## src/rtl/phy_cfg_regs.sv

```systemverilog
module phy_cfg_regs #(
  parameter int AW       = 4,
  parameter int CA_W     = 6,
  parameter int CD_W     = 4,
  parameter int LANES    = 4,
  parameter int LANE_LSB = 3,
  parameter int LOCK_BIT = 9,
  parameter int OEP_BIT  = 10,
  parameter int CFG_OFS  = 0,
  parameter int LANE_OFS = 1,
  parameter int STAT_OFS = 2
) (
  input  logic            clk,
  input  logic            rst_n,
  input  logic            bus_wr,
  input  logic            bus_rd,
  input  logic [AW-1:0]   bus_addr,
  input  logic [31:0]     bus_wdata,
  output logic [31:0]     bus_rdata,
  input  logic            pll_locked_i,
  input  logic            pll_oe_pend_i,
  output logic [CA_W-1:0] cfg_addr_o,
  output logic [CD_W-1:0] cfg_data_o,
  output logic            cfg_stb_o,
  output logic [LANES-1:0] lane_idle_o
);
  localparam int DEPTH   = 1 << CA_W;
  localparam int CFG_TOP = CA_W + CD_W;
  localparam logic [15:0] CFG_IMPL  = 16'((1 << (CFG_TOP + 1)) - 1);
  localparam logic [15:0] LANE_IMPL = 16'(((1 << LANES) - 1) << LANE_LSB);

  logic [15:0] cfg_q, lane_q, wmask, wval;
  logic        stb_d;
  logic [DEPTH-1:0][CD_W-1:0] mem_q;

  wire sel_cfg  = bus_addr == AW'(CFG_OFS);
  wire sel_lane = bus_addr == AW'(LANE_OFS);
  wire sel_stat = bus_addr == AW'(STAT_OFS);
  wire commit   = cfg_stb_o & ~stb_d;

  assign wmask = bus_wdata[31:16];
  assign wval  = bus_wdata[15:0];

  assign cfg_stb_o   = cfg_q[0];
  assign cfg_addr_o  = cfg_q[CA_W:1];
  assign cfg_data_o  = cfg_q[CFG_TOP:CA_W+1];
  assign lane_idle_o = lane_q[LANE_LSB +: LANES];

  always_ff @(posedge clk or negedge rst_n) begin
    if (!rst_n) begin
      cfg_q  <= '0;
      lane_q <= '0;
      stb_d  <= 1'b0;
    end else begin
      stb_d <= cfg_q[0];
      if (bus_wr && sel_cfg)
        cfg_q <= (cfg_q & ~(wmask & CFG_IMPL)) | (wval & wmask & CFG_IMPL);
      if (bus_wr && sel_lane)
        lane_q <= (lane_q & ~(wmask & LANE_IMPL)) | (wval & wmask & LANE_IMPL);
    end
  end

  always_ff @(posedge clk or negedge rst_n) begin
    if (!rst_n) mem_q <= '0;
    else if (commit) mem_q[cfg_addr_o] <= cfg_data_o;
  end

  logic [15:0] stat_w;
  always_comb begin
    stat_w = '0;
    stat_w[CD_W-1:0] = mem_q[cfg_addr_o];
    stat_w[LOCK_BIT] = pll_locked_i;
    stat_w[OEP_BIT]  = pll_oe_pend_i;
  end

  always_comb begin
    bus_rdata = '0;
    if (bus_rd) begin
      if (sel_cfg)       bus_rdata = {16'h0, cfg_q};
      else if (sel_lane) bus_rdata = {16'h0, lane_q};
      else if (sel_stat) bus_rdata = {16'h0, stat_w};
    end
  end

  a_r3_commit_on_rise: assert property (@(posedge clk) disable iff (!rst_n)
    $rose(cfg_stb_o) |=> mem_q[$past(cfg_addr_o)] == $past(cfg_data_o));

  a_r3_no_commit_while_high: assert property (@(posedge clk) disable iff (!rst_n)
    (cfg_stb_o && stb_d) |=> $stable(mem_q));

  a_r1_lane_mask_clear: assert property (@(posedge clk) disable iff (!rst_n)
    (bus_wr && sel_lane && wmask[LANE_LSB +: LANES] == '0) |=> $stable(lane_idle_o));

  a_r7_undecoded_write: assert property (@(posedge clk) disable iff (!rst_n)
    (bus_wr && !sel_cfg && !sel_lane) |=>
      ($stable(lane_idle_o) && $stable(cfg_addr_o) && $stable(cfg_data_o) && $stable(cfg_stb_o)));
endmodule

```

## config.mk

```make
export PLATFORM = sky130hd
export DESIGN_NAME = phy_cfg_regs
export DESIGN_NICKNAME = d
export VERILOG_FILES = /design/src/rtl/phy_cfg_regs.sv
export SDC_FILE = /design/constraint.sdc
export NUM_CORES = 1
export LEC_CHECK = 0
export ABC_AREA = 1
export BUFFER_PORTS_ARGS = -buffer_cell sky130_fd_sc_hd__clkbuf_2
export CAP_MARGIN = 15
export CORE_ASPECT_RATIO = 1.25
export CORE_MARGIN = 5
export CORE_UTILIZATION = 55
export DETAILED_ROUTE_END_ITERATION = 16
export PLACE_DENSITY = 0.74
export RECOVER_POWER = 50
export SYNTH_ARGS = -nofsm -noshare
export SYNTH_HDL_FRONTEND = slang
export SYNTH_SLANG_ARGS = --single-unit
export TNS_END_PERCENT = 100
```

## constraint.sdc

```tcl
create_clock -name clk -period 2.88 [get_ports clk]
set_input_delay 0.144 -clock clk [delete_from_list [all_inputs] [get_ports clk]]
set_output_delay 0.144 -clock clk [all_outputs]
set_load 0.02 [all_outputs]
```

Yosys cells after proc, flatten, opt, wreduce, memory -nomap -nowiden
Index checks and enable logic that the tools add are counted.
- $add $sub $neg: 0
- $mul: 0
- div/mod/pow operators: 0
- magnitude comparators: 2
- equal/unequal tests: 2
- shifts and indexed selects: 0
- multiplexer cells: 9
- bitwise operators: 9
- reduce and logical (&&, ||, !) cells: 4
- operator list (operator ; count):
    bitwise mux 256 bit ; 1
    2-to-1 mux 32 bit ; 2
    AND 16 bit ; 2
    binary-select mux 4 bit (select 6 bit) ; 1
    demux 4 bit (select 6 bit) ; 1
    2-to-1 mux 16 bit ; 1
    NOT 11 -> 16 bit ; 1
    NOT 7 -> 16 bit ; 1
    bitwise OR 16 x 11 -> 16 bit ; 1
    bitwise OR 16 x 7 -> 16 bit ; 1
    AND 11 bit ; 1
    2-to-1 mux 11 bit ; 1
    2-to-1 mux 4 bit ; 2
    < comparator 6 x 7 -> 1 bit (second input constant) ; 1
    greater-or-equal comparator 6 x 1 -> 1 bit (second input constant) ; 1
    equality test 4 x 1 -> 1 bit (second input constant) ; 1
    equality test 4 x 2 -> 1 bit (second input constant) ; 1
    logical NOT 4 bit ; 1
    logical AND 1 bit ; 3
    AND 1 bit ; 1
    NOT 1 bit ; 1
- flip-flop bits (word level): 289
- bits in latches: 0
- bits in writable memories: 0
- ROM bits: 0
- bits of input ports: 42
- logic and storage cells: 93
- memories: 0

Depth between registers and ports, before layout
Gate-level depths: netlist (run 1).
- depth in word-level cells: 6
- depth in mapped cells: 16
- mapped depth without buffers: 13

Worst setup path after synthesis (run 1)
Ideal clock, no wire load.
- path kind: register to output
- start: register (tool-made name)
- end: output port bus_rdata[3]
- data arrival time: 1.835 ns
- path slack: 0.901 ns
- cell stages (with the launch flop): 13
- buffers on the path: 2
- path through: dfrtp_1 > buf_4 > inv_2 > nor2_1 > buf_2 > o211ai_1 > nand2_1 > o21ai_0 > nand2_1 > nor2_1 > nand2_1 > nand2_1 > a21oi_1
- RTL lines (what ; line ; text):
    end: declaration ; 19 ; output logic [31:0] bus_rdata,

==> results of run 1 <==
-- power by group through the flow --
stage,clock (W),sequential (W),combinational [W]
after CTS,0.00375,0.00486,0.00281
after floorplan,0,0.00484,0.00177
after detailed placement,0,0.00491,0.00268
final,0.00371,0.00487,0.00297
after global routing,0.00390,0.00494,0.00328
after global placement,0,0.00489,0.00263
-- synth_stat cells (all sizes together) --
library cell	n
buf	54
or2	6
a21boi	1
o22ai	3
clkbuf	51
nor4	4
clkinv	1
nor3	12
inv	51
dfrtp	272
nor2	46
nand2	806
nand3	25
o21ai	294
a31oi	5
o211ai	1
a22oi	2
conb	1
a21oi	71
-- final cells by class --
cell class                      instances  area (µm²)  share of cell area
Clock inverter                          7        72.6             0.00480
Timing Repair inverter                  1        8.76            0.000579
Tap cell                              288         360              0.0238
Inverter                               52         208              0.0137
Timing Repair Buffer                  141        1210              0.0804
Multi-Input combinational cell       1297        5560               0.367
Sequential cell                       272        6810               0.451
Clock buffer                           45         886              0.0586
-- registers in the layout, summed over array words and instances (netlist names), named ones only --
register and flops:
mem_q 256, stb_d 1
-- logic make-up (layout without fill, tap and decap cells) --
logic type,after synthesis,count (layout),share of synthesized area
compound gates,377,377,0.147
buf+inv,157,246,0.0554
flops,272,272,0.524
other cells,1,21,0.000289
simple gates,899,899,0.273
-- what timing repair did --
action                                  4_1_cts  5_1_grt
cloned                                        1        4
endpoints found under the hold margin        70        0
buffers inserted                              0        5
hold buffers                                 31        0
pin swaps                                     0        0
resized for setup                             8       13
endpoints found under the setup margin        3        4
-- worst max-delay path: stages, from the launching register on --
cell      delay, ns
dfrtp_2        0.51
inv_2          0.22
buf_12         0.24
a21oi_1        0.06
o21ai_0        0.20
nand2_1        0.09
nand2_1        0.13
nand2_1        0.07
nor2_1         0.20
nand3_1        0.13
nand2_1        0.09
inv_1          0.04
clkbuf_2       0.15
-- per-stage QoR --
stage                util  setup TNS [ns]  hold slack, ns  worst slack, ns
detailed placement  0.590               0           0.115            0.452
floorplan               -               0          -0.152            0.901
CTS                 0.647         -0.0108         0.00988          -0.0108
global placement    0.590               0           0.117            0.442
finish              0.654               0          0.0272           0.0551
global route        0.654        -0.00304          0.0650         -0.00304
-- metal layers --
layer  GRT usage  up-vias  part of all wire
met5           0        -                 0
met4       0.111        0             0.039
met3      0.0416       93             0.085
met2       0.471      566              0.48
met1       0.363     5726              0.39
li1            -     5617                 -
-- worst paths after layout --
check / startpoint / endpoint / cells after the start
setup / recovery: flop / bus_rdata[2] / 12
hold / removal: bus_wr / flop / 5
setup reg to reg: flop / mem_q[95] / 8
hold reg to reg: flop / stb_d / 0
max in group asynchronous: rst_n / mem_q[250] / 3
min in group asynchronous: rst_n / mem_q[56] / 2
==> results.json, run 1 <==
{
  "ios": 89,
  "endpoint_kind": "output port",
  "clkSlewWorstSetupHoldPaths_ns": 0.06,
  "hold_viol_final": 0,
  "final_cell_mix": "805 x nand2_1, 275 x o21ai_0, 270 x dfrtp_1",
  "viasPerCell": 5.71,
  "synth_top_area_frac": 0.524,
  "wire_per_inst_um": 18.2,
  "synth_cell_types": 30,
  "place_area_mm2": 0.0136,
  "violations": "max-capacitance violations, max-slew violations",
  "finalSetupViolations": 0,
  "vias": 12000,
  "yosys-top-cells-area": "dfrtp_1 52%, nand2_1 23%, o21ai_0 11%, a21oi_1 2.7%, clkbuf_1 1.4%",
  "cts_num_sinks": 272,
  "layout.cells.non_filler": 2103,
  "p_per_area_mw_per_mm2": 764,
  "antenna_left": 0,
  "nets": 1836,
  "skew_ns": 0.0192,
  "diodes": 0,
  "fp.dieH_um": 182,
  "grt_pass1_wl_um": 60600,
  "cp_max_fo": 29,
  "final_area_mm2": 0.0151,
  "grt_max_degree": 89,
  "syn_area_per_cell_um2": 7.61,
  "synthesis.area_mm2": 0.0130,
  "rows": 62,
  "yosysWarnings": 0,
  "fmax_mhz": 354,
  "final_common_cell": "nand2_1",
  "p_leak_nw": 7.29,
  "fp.dieW_um": 147,
  "reg2reg_slack_ns": 0.40,
  "core_area_mm2": 0.0231,
  "p_int_w": 0.00768,
  "maxCapViolCount": 1,
  "p_clk_frac": 0.321,
  "worst_pin_slew_ns": 1.64,
  "hold_path_class": "in2reg",
  "drive_gt1_frac": 0.0997,
  "combPwrFrac": 0.257,
  "drc": 0,
  "dr.first_iter.drc_count": 1202,
  "ys_ff_latch": 272,
  "switching_share": 0.335,
  "htree_levels": 1,
  "grt-ovfl-total": 0,
  "clk_path_buf_depth": 3,
  "fill_cells": 1912,
  "synth.yosys.seq_area_share": 0.524,
  "status": "finished, violations left",
  "start_util": 0.562,
  "root_buffer": "clkbuf_16",
  "grtUsageTotal": 0.279,
  "switching_power_w": 0.00387,
  "startpoint_type": "flop",
  "post_synth_inst_count": 1706,
  "min_period_over_period": 0.981,
  "grt_pass1_vias": 11600,
  "cts-buffers-inserted": 29,
  "pwr-share-seq": 0.422,
  "portBuffers": 57,
  "arrival_ns": 2.68,
  "dp_cells": 2010,
  "p_total_w": 0.0115,
  "required_ns": 2.74,
  "drt-total-wl_um": 38200,
  "hpwl_um": 22800,
  "drt_first_pass_iters": 5,
  "maxSlewViolCount": 58,
  "irDropWorstVdd_v": 0.000560,
  "yosysTopAreaCell": "dfrtp_1",
  "antenna_found_initial": 0,
  "cts_tree": "yes",
  "syn_to_final_growth_pct": 16.4,
  "relSlewSlack": -0.0904,
  "dieArea_mm2": 0.0268,
  "clk_latency_ns": 0.56,
  "period_minus_slack_ns": 2.82,
  "place.gp.congestion": 0.897,
  "path_class": "reg2out"
}
Power figures use the tool's default switching activity.
==> inputs of run 2 (changes only) <==
--- a/config.mk
+++ b/config.mk
@@ -14,6 +14,7 @@
 export DETAILED_ROUTE_END_ITERATION = 16
 export PLACE_DENSITY = 0.74
 export RECOVER_POWER = 50
+export SETUP_SLACK_MARGIN = 0.1
 export SYNTH_ARGS = -nofsm -noshare
 export SYNTH_HDL_FRONTEND = slang
 export SYNTH_SLANG_ARGS = --single-unit
==> constraint.sdc (replaced) <==
create_clock -name clk -period 3.3 [get_ports clk]
set_input_delay 0.165 -clock clk [delete_from_list [all_inputs] [get_ports clk]]
set_output_delay 0.165 -clock clk [all_outputs]
set_load 0.02 [all_outputs]
==> results.json, run 2 (synthesized netlist as in run 1, its figures left out) <==
{
  "status": "finished, violations left",
  "vias": 11700,
  "path_class": "reg2out",
  "clk_path_buf_depth": 3,
  "grt_pass1_vias": 11300,
  "skew_ns": 0.0113,
  "maxSlewViolCount": 40,
  "utilization": 0.638,
  "start_util": 0.562,
  "final_area_mm2": 0.0148,
  "nets": 1818,
  "fin_ws_ns": 0.281,
  "grt_max_degree": 136,
  "period_minus_slack_ns": 3.02,
  "grt_setup_unrepaired": "false",
  "p_per_area_mw_per_mm2": 660,
  "hold_path_class": "in2reg",
  "switching_share": 0.332,
  "relSlewSlack": -0.580,
  "worst_pin_slew_ns": 2.37,
  "combPwrFrac": 0.242,
  "cts_num_sinks": 272,
  "switching_power_w": 0.00323,
  "p_total_w": 0.00975,
  "dr.first_iter.drc_count": 1075,
  "wire_per_inst_um": 17.4,
  "antenna_found_initial": 0,
  "hpwl_um": 22200,
  "pwr-share-seq": 0.438,
  "maxCapViolCount": 1,
  "diodes": 0,
  "min_period_over_period": 0.915,
  "final_common_cell": "nand2_1",
  "cp_max_fo": 10,
  "fp.dieH_um": 182,
  "ios": 89,
  "fmax_mhz": 331,
  "violations": "max-capacitance violations, max-slew violations",
  "clk_latency_ns": 0.54,
  "largest_register_ffs": 256,
  "place.gp.congestion": 0.848,
  "place_area_mm2": 0.0135,
  "grtUsageTotal": 0.272,
  "root_buffer": "clkbuf_16",
  "p_int_w": 0.00651,
  "place_ws_ns": 0.496,
  "cts-buffers-inserted": 27,
  "setup-tns-final_ns": 0,
  "reg.largest.list": "mem_q: 256 flops, stb_d: 1 flops",
  "irDropWorstVdd_v": 0.000554,
  "fp.dieW_um": 147,
  "drt-total-wl_um": 36200,
  "htree_levels": 1,
  "clkSlewWorstSetupHoldPaths_ns": 0.06,
  "final_cell_mix": "805 x nand2_1, 277 x o21ai_0, 269 x dfrtp_1",
  "required_ns": 3.13,
  "core_area_mm2": 0.0231,
  "rows": 62,
  "endpoint_kind": "output port",
  "grt_pass1_wl_um": 58900,
  "viasPerCell": 5.60,
  "drive_gt1_frac": 0.0837,
  "drt_first_pass_iters": 5,
  "p_leak_nw": 7.11,
  "portBuffers": 57,
  "syn_to_final_growth_pct": 13.6,
  "antenna_left": 0,
  "grt-ovfl-total": 0,
  "finalSetupViolations": 0,
  "largest-register": "mem_q",
  "hold_viol_final": 0,
  "arrival_ns": 2.85,
  "p_clk_frac": 0.319,
  "drc": 0,
  "cts_tree": "yes",
  "dieArea_mm2": 0.0268,
  "startpoint_type": "flop"
}
run 2: metrics by stage:
| step | hold slack [ns] | instances |
|---|---|---|
| after floorplan | -0.131 | 1726 |
| after detailed placement | 0.0758 | 2000 |
| final | 0.0950 | 2080 |
| after CTS | 0.0481 | 2077 |
| after global placement | 0.0702 | 2000 |
| after global routing | 0.107 | 2080 |
run 2: worst paths after layout:
kind | start | to | slack, ns | cells past startpoint
worst max-delay path | flop | bus_rdata[2] | 0.28 | 14
worst min-delay path | bus_wr | flop | 0.1 | 5
worst max register to register | flop | mem_q[90] | 0.86 | 5
worst min register to register | flop | stb_d | 0.42 | 0
max in group asynchronous | rst_n | async pin | 0.73 | 3
min in group asynchronous | rst_n | mem_q[219] | 0.90 | 2
run 2: worst max-delay path, cell delays in order (launching register included):
cell	delay, ns
dfrtp_2	0.54
nor2_4	0.28
inv_1	0.16
nor2_1	0.45
nand2_1	0.10
nand2_1	0.10
nor2_1	0.04
nand2_1	0.05
nand2_1	0.05
nand2_1	0.11
nor2_1	0.07
nand3_1	0.08
nand2_1	0.05
inv_1	0.06
clkbuf_2	0.17
run 2: what timing repair did:
action | 4_1_cts | 5_1_grt
cloned | 0 | 0
setup endpoints to repair | 2 | 4
hold endpoints to repair | 108 | 0
buffers inserted | 0 | 3
gates resized for setup | 2 | 6
hold buffers | 32 | 0
run 2: cell type report:
class	count	area, µm²
fillers	1995	8360
flip-flops and latches	272	6810
multi-input cells	1297	5540
repair buffers	126	965
clock buffers	39	771
well taps	288	360
inverters	52	203
clock inverters	6	108
run 2: power by group through the flow:
stage          Combinational [W]  Sequential, W  Clock (W)
2_1_floorplan            0.00154        0.00423          0
3_3_place_gp             0.00219        0.00431          0
3_5_place_dp             0.00224        0.00432          0
4_1_cts                  0.00231        0.00427    0.00314
5_1_grt                  0.00264        0.00434    0.00328
6_report                 0.00236        0.00427    0.00311
run 2: layer usage:
metal | share of wire | vias to the layer above | track usage
met3 | 0.072 | 93 | 0.0454
met2 | 0.48 | 470 | 0.446
met1 | 0.41 | 5525 | 0.359
met5 | 0 | - | 0
li1 | - | 5568 | -
met4 | 0.040 | 0 | 0.114
